===== config.mk =====
export PLATFORM = sky130hd
export DESIGN_NAME = bcmp_timer
export DESIGN_NICKNAME = d
export VERILOG_FILES = /design/src/rtl/bcmp_pkg.sv /design/src/rtl/bcmp_prescaler.sv /design/src/rtl/bcmp_edge_det.sv /design/src/rtl/bcmp_channel.sv /design/src/rtl/bcmp_timer.sv
export SDC_FILE = /design/constraint.sdc
export NUM_CORES = 1
export LEC_CHECK = 0
export BUFFER_PORTS_ARGS = -buffer_cell sky130_fd_sc_hd__buf_2
export CAP_MARGIN = 10
export CELL_PAD_IN_SITES_DETAIL_PLACEMENT = 1
export CELL_PAD_IN_SITES_GLOBAL_PLACEMENT = 2
export CORE_AREA = 10 10 123 181
export DETAILED_ROUTE_END_ITERATION = 8
export DIE_AREA = 0 0 133 191
export PLACE_DENSITY_LB_ADDON = 0.1
export SETUP_SLACK_MARGIN = 0.1
export SYNTH_ARGS = -nofsm -noshare
export SYNTH_HDL_FRONTEND = slang
export SYNTH_HIERARCHICAL = 1
export SYNTH_SLANG_ARGS = --single-unit

===== constraint.sdc =====
create_clock -name clk_i -period 2.8 [get_ports clk_i]
set_clock_uncertainty 0.15 [all_clocks]
set_input_delay 0.56 -clock clk_i [delete_from_list [all_inputs] [get_ports clk_i]]
set_output_delay 0.56 -clock clk_i [all_outputs]
set_load 0.03 [all_outputs]

===== src/rtl/bcmp_pkg.sv =====
package bcmp_pkg;
  typedef enum logic [1:0] {
    EDGE_NONE = 2'd0,
    EDGE_RISE = 2'd1,
    EDGE_FALL = 2'd2,
    EDGE_BOTH = 2'd3
  } edge_mode_e;

  localparam int unsigned ADDR_CTRL = 0;
endpackage


===== src/rtl/bcmp_prescaler.sv =====
module bcmp_prescaler #(
  parameter int unsigned NUM_TAPS = 8
) (
  input  logic                clk_i,
  input  logic                rst_ni,
  output logic [NUM_TAPS-1:0] tick_o
);
  localparam int unsigned PW = (NUM_TAPS > 1) ? NUM_TAPS - 1 : 1;

  logic [PW-1:0] div_q;

  always_ff @(posedge clk_i or negedge rst_ni) begin
    if (!rst_ni) div_q <= '0;
    else         div_q <= div_q + 1'b1;
  end

  // tap k pulses once every 2^k clocks
  for (genvar k = 0; k < NUM_TAPS; k++) begin : g_tap
    if (k == 0) begin : g_base
      assign tick_o[k] = 1'b1;
    end else begin : g_div
      assign tick_o[k] = &div_q[k-1:0];
    end
  end
endmodule


===== src/rtl/bcmp_edge_det.sv =====
module bcmp_edge_det
  import bcmp_pkg::*;
(
  input  logic       clk_i,
  input  logic       rst_ni,
  input  logic       evt_i,
  input  edge_mode_e mode_i,
  output logic       pulse_o
);
  logic [2:0] sh_q;  // [0],[1] synchroniser, [2] previous level
  logic       rise, fall;

  always_ff @(posedge clk_i or negedge rst_ni) begin
    if (!rst_ni) sh_q <= '0;
    else         sh_q <= {sh_q[1:0], evt_i};
  end

  assign rise = sh_q[1] & ~sh_q[2];
  assign fall = ~sh_q[1] & sh_q[2];

  always_comb begin
    unique case (mode_i)
      EDGE_RISE: pulse_o = rise;
      EDGE_FALL: pulse_o = fall;
      EDGE_BOTH: pulse_o = rise | fall;
      default:   pulse_o = 1'b0;
    endcase
  end
endmodule


===== src/rtl/bcmp_channel.sv =====
module bcmp_channel #(
  parameter int unsigned CNT_W = 16
) (
  input  logic             clk_i,
  input  logic             rst_ni,
  input  logic [CNT_W-1:0] cmp_i,
  input  logic             load_i,
  input  logic             hit_i,
  output logic [CNT_W-1:0] buf_o,
  output logic             irq_o
);
  always_ff @(posedge clk_i or negedge rst_ni) begin
    if (!rst_ni) begin
      buf_o <= '0;
      irq_o <= 1'b0;
    end else begin
      if (load_i) buf_o <= cmp_i;
      irq_o <= hit_i;
    end
  end
endmodule


===== src/rtl/bcmp_timer.sv =====
module bcmp_timer
  import bcmp_pkg::*;
#(
  parameter int unsigned CNT_W    = 16,
  parameter int unsigned NUM_CH   = 3,
  parameter int unsigned NUM_TAPS = 8,
  parameter int unsigned ADDR_W   = 3
) (
  input  logic              clk_i,
  input  logic              rst_ni,
  input  logic              wr_en_i,
  input  logic [ADDR_W-1:0] addr_i,
  input  logic [CNT_W-1:0]  wdata_i,
  output logic [CNT_W-1:0]  rdata_o,
  input  logic              evt_i,
  output logic [NUM_CH-1:0] irq_o,
  output logic [CNT_W-1:0]  count_o
);
  localparam int unsigned TAP_W  = (NUM_TAPS > 1) ? $clog2(NUM_TAPS) : 1;
  localparam int unsigned EXT_B  = TAP_W + 1;
  localparam int unsigned EDGE_L = TAP_W + 2;
  localparam int unsigned EDGE_H = TAP_W + 3;

  logic                           run_q, ext_q;
  logic [TAP_W-1:0]               tap_q;
  edge_mode_e                     edge_q;
  logic [NUM_CH-1:0][CNT_W-1:0]   cmp_q;
  logic [NUM_CH-1:0][CNT_W-1:0]   buf_all;
  logic [NUM_CH-1:0]              hit;
  logic [NUM_TAPS-1:0]            tick;
  logic                           evt_pulse, cnt_en, wrap, load;
  logic [CNT_W-1:0]               cnt_q, cnt_nxt;

  // control register
  always_ff @(posedge clk_i or negedge rst_ni) begin
    if (!rst_ni) begin
      run_q  <= 1'b0;
      ext_q  <= 1'b0;
      tap_q  <= '0;
      edge_q <= EDGE_NONE;
    end else if (wr_en_i && addr_i == ADDR_W'(ADDR_CTRL)) begin
      run_q  <= wdata_i[0];
      tap_q  <= wdata_i[TAP_W:1];
      ext_q  <= wdata_i[EXT_B];
      edge_q <= edge_mode_e'(wdata_i[EDGE_H:EDGE_L]);
    end
  end

  // compare registers
  for (genvar c = 0; c < NUM_CH; c++) begin : g_cmp
    always_ff @(posedge clk_i or negedge rst_ni) begin
      if (!rst_ni)
        cmp_q[c] <= '0;
      else if (wr_en_i && addr_i == ADDR_W'(c + 1))
        cmp_q[c] <= wdata_i;
    end
  end

  always_comb begin
    rdata_o = '0;
    if (addr_i == ADDR_W'(ADDR_CTRL)) begin
      rdata_o[0]             = run_q;
      rdata_o[TAP_W:1]       = tap_q;
      rdata_o[EXT_B]         = ext_q;
      rdata_o[EDGE_H:EDGE_L] = edge_q;
    end
    for (int c = 0; c < NUM_CH; c++)
      if (addr_i == ADDR_W'(c + 1)) rdata_o = cmp_q[c];
  end

  bcmp_prescaler #(.NUM_TAPS(NUM_TAPS)) u_presc (
    .clk_i  (clk_i),
    .rst_ni (rst_ni),
    .tick_o (tick)
  );

  bcmp_edge_det u_edge (
    .clk_i   (clk_i),
    .rst_ni  (rst_ni),
    .evt_i   (evt_i),
    .mode_i  (edge_q),
    .pulse_o (evt_pulse)
  );

  assign cnt_en  = run_q & (ext_q ? evt_pulse : tick[tap_q]);
  assign cnt_nxt = cnt_q + 1'b1;
  assign wrap    = cnt_en & (&cnt_q);
  assign load    = ~run_q | wrap;

  always_ff @(posedge clk_i or negedge rst_ni) begin
    if (!rst_ni)     cnt_q <= '0;
    else if (cnt_en) cnt_q <= cnt_nxt;
  end

  for (genvar c = 0; c < NUM_CH; c++) begin : g_ch
    // on a wrap the fresh compare value is what the new period matches against
    assign hit[c] = cnt_en & (cnt_nxt == (load ? cmp_q[c] : buf_all[c]));

    bcmp_channel #(.CNT_W(CNT_W)) u_ch (
      .clk_i  (clk_i),
      .rst_ni (rst_ni),
      .cmp_i  (cmp_q[c]),
      .load_i (load),
      .hit_i  (hit[c]),
      .buf_o  (buf_all[c]),
      .irq_o  (irq_o[c])
    );
  end

  assign count_o = cnt_q;
endmodule


== Yosys cells after proc, flatten, opt, wreduce, memory -nomap -nowiden ==
Index checks and enable logic that the tools add are counted.

* Flip-flop bits (word level): 132
* Bits of input ports: 23
* Output and inout port bits: 35
* Logic and storage cells: 63

* $add $sub $neg: 2
* Order comparisons: 1
* Eq/ne operators: 9
* Muxes and demuxes: 11
* Bitwise logic cells: 12
* Reduce and logical (&&, ||, !) cells: 12

{| class="wikitable"
|+ Operators by type and width
! cell !! number
|-
| $mux 16 || 6
|-
| $eq 16x16->1 || 3
|-
| $add 16x1->16 const B || 1
|-
| $reduce_and 16->1 || 1
|-
| $add 7x1->7 const B || 1
|-
| $and 1x1->1 || 7
|-
| $mux 7 || 1
|-
| $reduce_and 7->1 || 1
|-
| $eq 3x2->1 const B || 2
|-
| $reduce_and 6->1 || 1
|-
| $reduce_and 5->1 || 1
|-
| $eq 2x2->1 const B || 2
|-
| $logic_and 1x1->1 || 4
|-
| $lt 3x4->1 const B || 1
|-
| $reduce_and 4->1 || 1
|-
| $bmux 1 s3 || 1
|-
| $eq 3x1->1 const B || 1
|-
| $logic_not 3->1 || 1
|-
| $not 1->1 || 3
|-
| $pmux 1 s3 || 1
|-
| $reduce_and 3->1 || 1
|-
| $eq 2x1->1 const B || 1
|-
| $mux 1 || 2
|-
| $or 1x1->1 || 2
|-
| $reduce_and 2->1 || 1
|}

== Depth between registers and ports, before layout ==
* Depth after elaboration: 11
* Mapped depth: 14
* Mapped depth without buffers: 12

== By module ==
Netlist, hierarchy kept.

{| class="wikitable"
|+ Modules (own cells, without submodules)
! module !! times used !! cells each !! area each (um2) !! sequential area each (um2)
|-
| bcmp_timer || 1 || 408 || 4,659.5 || 1,776.7
|-
| bcmp_channel || 3 || 35 || 674.4 || 425.4
|-
| bcmp_prescaler || 1 || 27 || 322.8 || 175.2
|-
| bcmp_edge_det || 1 || 12 || 133.9 || 75.1
|}

== Worst setup path before layout ==
OpenSTA, ideal clock, no wires.

* Path type: reg-to-reg
* From: register u_presc.div_q[0]
* To: register g_ch[0].u_ch.irq_o
* Library setup time: 0.096 ns
* Arrival time: 2.795 ns
* Data required time: 2.554 ns
* Setup slack: -0.240 ns
* Stages on the path, launching flop included: 14
* Buffers on the path: 2
* Period minus slack after synthesis: 3.040 ns
* Cell sequence: dfrtp_1 -> ha_1 -> nand3_2 -> nor2_4 -> and2_1 -> mux4_2 -> o221a_1 -> a41o_1 -> buf_6 -> buf_6 -> mux2i_1 -> xnor2_1 -> nand4_1 -> nor4_2

* Cells in the longest elaborated chain, start to end: 10
* Elaborated cells on any way between the ends: 15
* Classes of those cells: 1 x eq/ne; 4 x mux; 4 x bitwise; 6 x reduce/logical

{| class="wikitable"
|+ Ends and longest elaborated chain
! item !! RTL line !! source
|-
| start, declared || bcmp_prescaler.sv:10 || <nowiki>logic [PW-1:0] div_q;</nowiki>
|-
| start signal, assigned || bcmp_prescaler.sv:14 || <nowiki>else div_q <= div_q + 1'b1;</nowiki>
|-
| $reduce_and 2->1 (*) || bcmp_prescaler.sv:22 || <nowiki>assign tick_o[k] = &div_q[k-1:0];</nowiki>
|-
| net tick[2] || bcmp_timer.sv:30 || <nowiki>logic [NUM_TAPS-1:0] tick;</nowiki>
|-
| $bmux 1 s3 (*) || bcmp_timer.sv:85 || <nowiki>assign cnt_en = run_q & (ext_q ? evt_pulse : tick[tap_q]);</nowiki>
|-
| $mux 1 (implied by the code) (*) || bcmp_timer.sv:85 ||
|-
| $mux 1 (*) || bcmp_timer.sv:85 ||
|-
| $and 1x1->1 (*) || bcmp_timer.sv:85 ||
|-
| $and 1x1->1 || bcmp_timer.sv:87 || <nowiki>assign wrap = cnt_en & (&cnt_q);</nowiki>
|-
| $or 1x1->1 || bcmp_timer.sv:88 || <nowiki>assign load = ~run_q | wrap;</nowiki>
|-
| $mux 16 || bcmp_timer.sv:97 || <nowiki>assign hit[c] = cnt_en & (cnt_nxt == (load ? cmp_q[c] : buf_all[c]));</nowiki>
|-
| $eq 16x16->1 || bcmp_timer.sv:97 ||
|-
| $and 1x1->1 (*) || bcmp_timer.sv:97 ||
|-
| net hit[0] || bcmp_timer.sv:29 || <nowiki>logic [NUM_CH-1:0] hit;</nowiki>
|-
| end signal, assigned || bcmp_channel.sv:18 || <nowiki>irq_o <= hit_i;</nowiki>
|-
| end, declared || bcmp_channel.sv:10 || <nowiki>output logic irq_o</nowiki>
|}

The timed path passes the listed nets; every way through them passes the cells marked *. The select of a mux whose other input is x is not followed.
A chain may end at the register's enable or synchronous reset.

== Final worst setup path ==
* From: register u_presc.div_q[0]
* To: register g_ch[2].u_ch.irq_o

* Cells in the longest elaborated chain, start to end: 10
* Elaborated cells on any way between the ends: 15
* Classes of those cells: 1 x eq/ne; 4 x mux; 4 x bitwise; 6 x reduce/logical

{| class="wikitable"
|+ Ends and longest elaborated chain
! item !! RTL line
|-
| $reduce_and 2->1 (*) || bcmp_prescaler.sv:22
|-
| net tick[2] || bcmp_timer.sv:30
|-
| $bmux 1 s3 (*) || bcmp_timer.sv:85
|-
| $mux 1 (implied by the code) (*) || bcmp_timer.sv:85
|-
| $mux 1 (*) || bcmp_timer.sv:85
|-
| $and 1x1->1 (*) || bcmp_timer.sv:85
|-
| $and 1x1->1 || bcmp_timer.sv:87
|-
| $or 1x1->1 || bcmp_timer.sv:88
|-
| $mux 16 || bcmp_timer.sv:97
|-
| $eq 16x16->1 || bcmp_timer.sv:97
|-
| $and 1x1->1 (*) || bcmp_timer.sv:97
|-
| net hit[2] || bcmp_timer.sv:29
|-
| end signal, assigned || bcmp_channel.sv:18
|-
| end, declared || bcmp_channel.sv:10
|}

Marks and branches as above.

==> impl_metrics.json <==
{
  "cts.htree.levels": 4,
  "crit_start": "u_presc/div_q[0]$_DFF_PN0_",
  "via_per_inst": 5.09,
  "cts_buffer_depth": 2,
  "die_y_um": 191,
  "clk_latency_ps": 430,
  "crit_path_max_fanout": 8,
  "num-fill-cells": 1936,
  "fp-row-count": 62,
  "clk_pin_slew_ps": 60,
  "start_util_pct": 37.6,
  "tns_ps": -12280,
  "syn_nets": 580,
  "syn_inst": 552,
  "fp.coreArea_um2": 19000,
  "finalHoldViolations": 0,
  "post_dp_cell_area_um2": 8130,
  "fmax_mhz": 301,
  "p_int_w": 0.00557,
  "grt.total_usage_pct": 17.0,
  "layout_commonest_cell": "dfrtp_1",
  "grt_first_pass_wirelength_um": 33300,
  "fin_crit_sh_pct": 119,
  "seq_area_frac_synth_pct": 46.3,
  "routed_wl_um": 21100,
  "instances_no_fill": 975,
  "max_cap_violations": 0,
  "violations": "negative setup slack",
  "drt-met1-wl_um": 8640,
  "drc_errors": 0,
  "antenna_found_initial": 0,
  "worst_slack_ps": -518,
  "p_leak_nw": 4.27,
  "drtIter0Drc": 186,
  "slew_violations": 0,
  "cts_inserted_buffers": 17,
  "mostFrequentLayoutCells": "dfrtp_1, mux2_2, buf_4",
  "synth_area_um2": 7140,
  "synth.avg_cell_area_um2": 12.9,
  "period_needed_ps": 3320,
  "comb_power_share_pct": 36.3,
  "grt_overflow": 0,
  "seq_power_share_pct": 34.7,
  "synth_cell_types": 49,
  "finalSetupViolCount": 45,
  "rsz0062_at_grt": "yes",
  "postRouteAntennaNets": 0,
  "die_w_um": 133,
  "p_clk_share_pct": 29.0,
  "path_class": "reg2reg",
  "yosysWarnings": 6,
  "final_cell_area_um2": 9490,
  "required_ps": 2960,
  "fin_nets": 734,
  "wl_met2_um": 11700,
  "num_io_pins": 58,
  "crit_slowest_cell": "mux4_2",
  "dp_slack_ps": -529,
  "power_density_nw_per_um2": 867,
  "area_growth_pct": 33.0,
  "drive_gt1_share_pct": 49.5,
  "hold_slack_ps": 91.9,
  "worstHoldStart": "evt_i",
  "peakVddDrop_uv": 529,
  "top_layer": "met4",
  "synthFlopType": "dfrtp_1",
  "root_buffer": "clkbuf_16",
  "min_path_type": "in2reg",
  "path_cells": "ha_4 > nand3_4 > nor2_4 > and2_4 > mux4_2 > o221a_1 > a41o_4 > buf_4 > buf_8 > mux2i_2 > xnor2_1 > nand4_1 > nor4_1",
  "die-area_um2": 25400,
  "port_buffers": 57,
  "grt_max_degree": 49,
  "cts_tree": "built",
  "arrival_ps": 3480,
  "clock-sinks": 132,
  "place_hpwl_um": 15000,
  "firstDrtPassIters": 6,
  "grt_pass1_vias": 5729,
  "cp-start-kind": "register",
  "status": "complete, but fails checks",
  "synth_edf_count": 0,
  "p_sw_share_pct": 32.3,
  "cp-end-kind": "register",
  "worst_pin_slew_ps": 815,
  "diodes": 0,
  "wl_met3_um": 481,
  "reg2reg_setup_slack_ps": -520,
  "post_drt_wl_per_cell_um": 21.6,
  "synth_seq_cells": 132,
  "r2r_start": "u_presc/div_q[0]$_DFF_PN0_",
  "net-switching-power_w": 0.00266,
  "slowest_delay_ps": 470,
  "num_vias": 4966,
  "maxSlewHeadroom_pct": 45.3,
  "globalplace.congestion": 0.797,
  "dp.cells": 904,
  "async_flop_share_pct": 100
}
per-stage QoR:
step,utilization [%],total power (W)
2_1_floorplan,-,0.00455
3_3_place_gp,42.8,0.00525
3_5_place_dp,42.8,0.00533
4_1_cts,49.4,0.00821
5_1_grt,50.0,0.00867
6_report,50.0,0.00823
synth_stat cells (2+ instances only):
cell      number  area, um^2
dfrtp_1      132        3300
mux2_2        80         901
xnor2_1       70         613
mux2i_1       45         450
mux2_4        30         450
nand2_1       26        97.6
nor2_1        15        56.3
nand4_1       14        87.6
clkbuf_1      12        45.0
nor2b_1       10        62.6
a22oi_1        9        67.6
buf_6          9         101
mux4_2         9         203
inv_1          8        30.0
xor2_1         7        61.3
nand3_1        6        30.0
and3_1         5        31.3
ha_1           5        62.6
o21ai_0        5        25.0
a21o_1         4        30.0
a21oi_1        4        20.0
nor4_1         4        25.0
and2_1         3        18.8
buf_1          3        11.3
buf_12         3        60.1
nor3_1         3        15.0
o21ai_1        3        15.0
and4_1         2        17.5
buf_4          2        15.0
nand2b_1       2        12.5
nor4_2         2        25.0
nor4bb_1       2        20.0
or3_1          2        12.5
routing by layer:
metal,track usage [%],up-vias
met5,0,-
met4,5.14,0
met3,3.15,27
met2,31.7,53
met1,19.1,2605
li1,-,2281
registers in the layout (all words and copies together) (netlist names):
register and count:
run_q 1, g_ch.u_ch/buf_o 48, g_ch.u_ch/irq_o 3, tap_q 3, u_presc/div_q 7, count_o 16, u_edge/sh_q 3, cmp_q 48
ext_q 1, edge_q 2
power groups by stage:
stage                     logic, W  registers (W)  clock network [W]
after floorplan            0.00179        0.00276                  0
after global placement     0.00244        0.00281                  0
after detailed placement   0.00249        0.00283                  0
after CTS                  0.00293        0.00285            0.00243
after global routing       0.00321        0.00293            0.00253
final                      0.00299        0.00286            0.00238
path summary, 6_finish.rpt:
| kind | end | cells past startpoint |
|---|---|---|
| worst max-delay path | g_ch[2].u_ch/irq_o$_DFF_PN0_ | 13 |
| worst min-delay path | u_edge/sh_q[0]$_DFF_PN0_ | 1 |
| worst max register to register | g_ch[2].u_ch/irq_o$_DFF_PN0_ | 13 |
| worst min register to register | u_edge/sh_q[1]$_DFF_PN0_ | 0 |
| max in group asynchronous | count_o[5]$_DFFE_PN0P_ | 3 |
| min in group asynchronous | u_presc/div_q[1]$_DFF_PN0_ | 2 |
worst max-delay path: cells and delay by family (launching register included):
family,cells,cell delay [ps]
muxes,2,620
xor gates and xnor gates,1,230
AOI/OAI and AO/OA,2,560
buffers and inverters,2,280
and+or+nand+nor,5,740
adders and majority gates,1,200
DFF,1,410
cells by family (layout without fill, tap and decap cells):
family | Yosys count | after routing | share of synthesized area, %
simple gates | 105 | 105 | 8.52
compound gates | 30 | 30 | 2.86
xor+xnor | 78 | 78 | 9.67
buf+inv | 37 | 204 | 3.68
other cells | 1 | 1 | 0.0525
flops | 132 | 132 | 46.3
mux | 164 | 164 | 28.1
fa+ha+maj | 5 | 5 | 0.876
final cells by class:
type                            count  area (um^2)  share of cell area (%)
Tap cell                          256          320                    3.37
Inverter                            8         30.0                   0.316
Multi-Input combinational cell    383         3840                    40.5
Timing Repair Buffer              164         1370                    14.4
Clock inverter                     11          149                    1.57
Sequential cell                   132         3300                    34.8
Clock buffer                       21          480                    5.06
what timing repair did:
| item | CTS | global route |
|---|---|---|
| setup endpoints to repair | 48 | 51 |
| hold buffers | 1 | 0 |
| gates resized for setup | 68 | 26 |
| setup buffers | 25 | 21 |
| endpoints found under the hold margin | 43 | 0 |
| pin swaps | 20 | 10 |
| gates cloned | 4 | 0 |
Power figures use the tool's default switching activity.
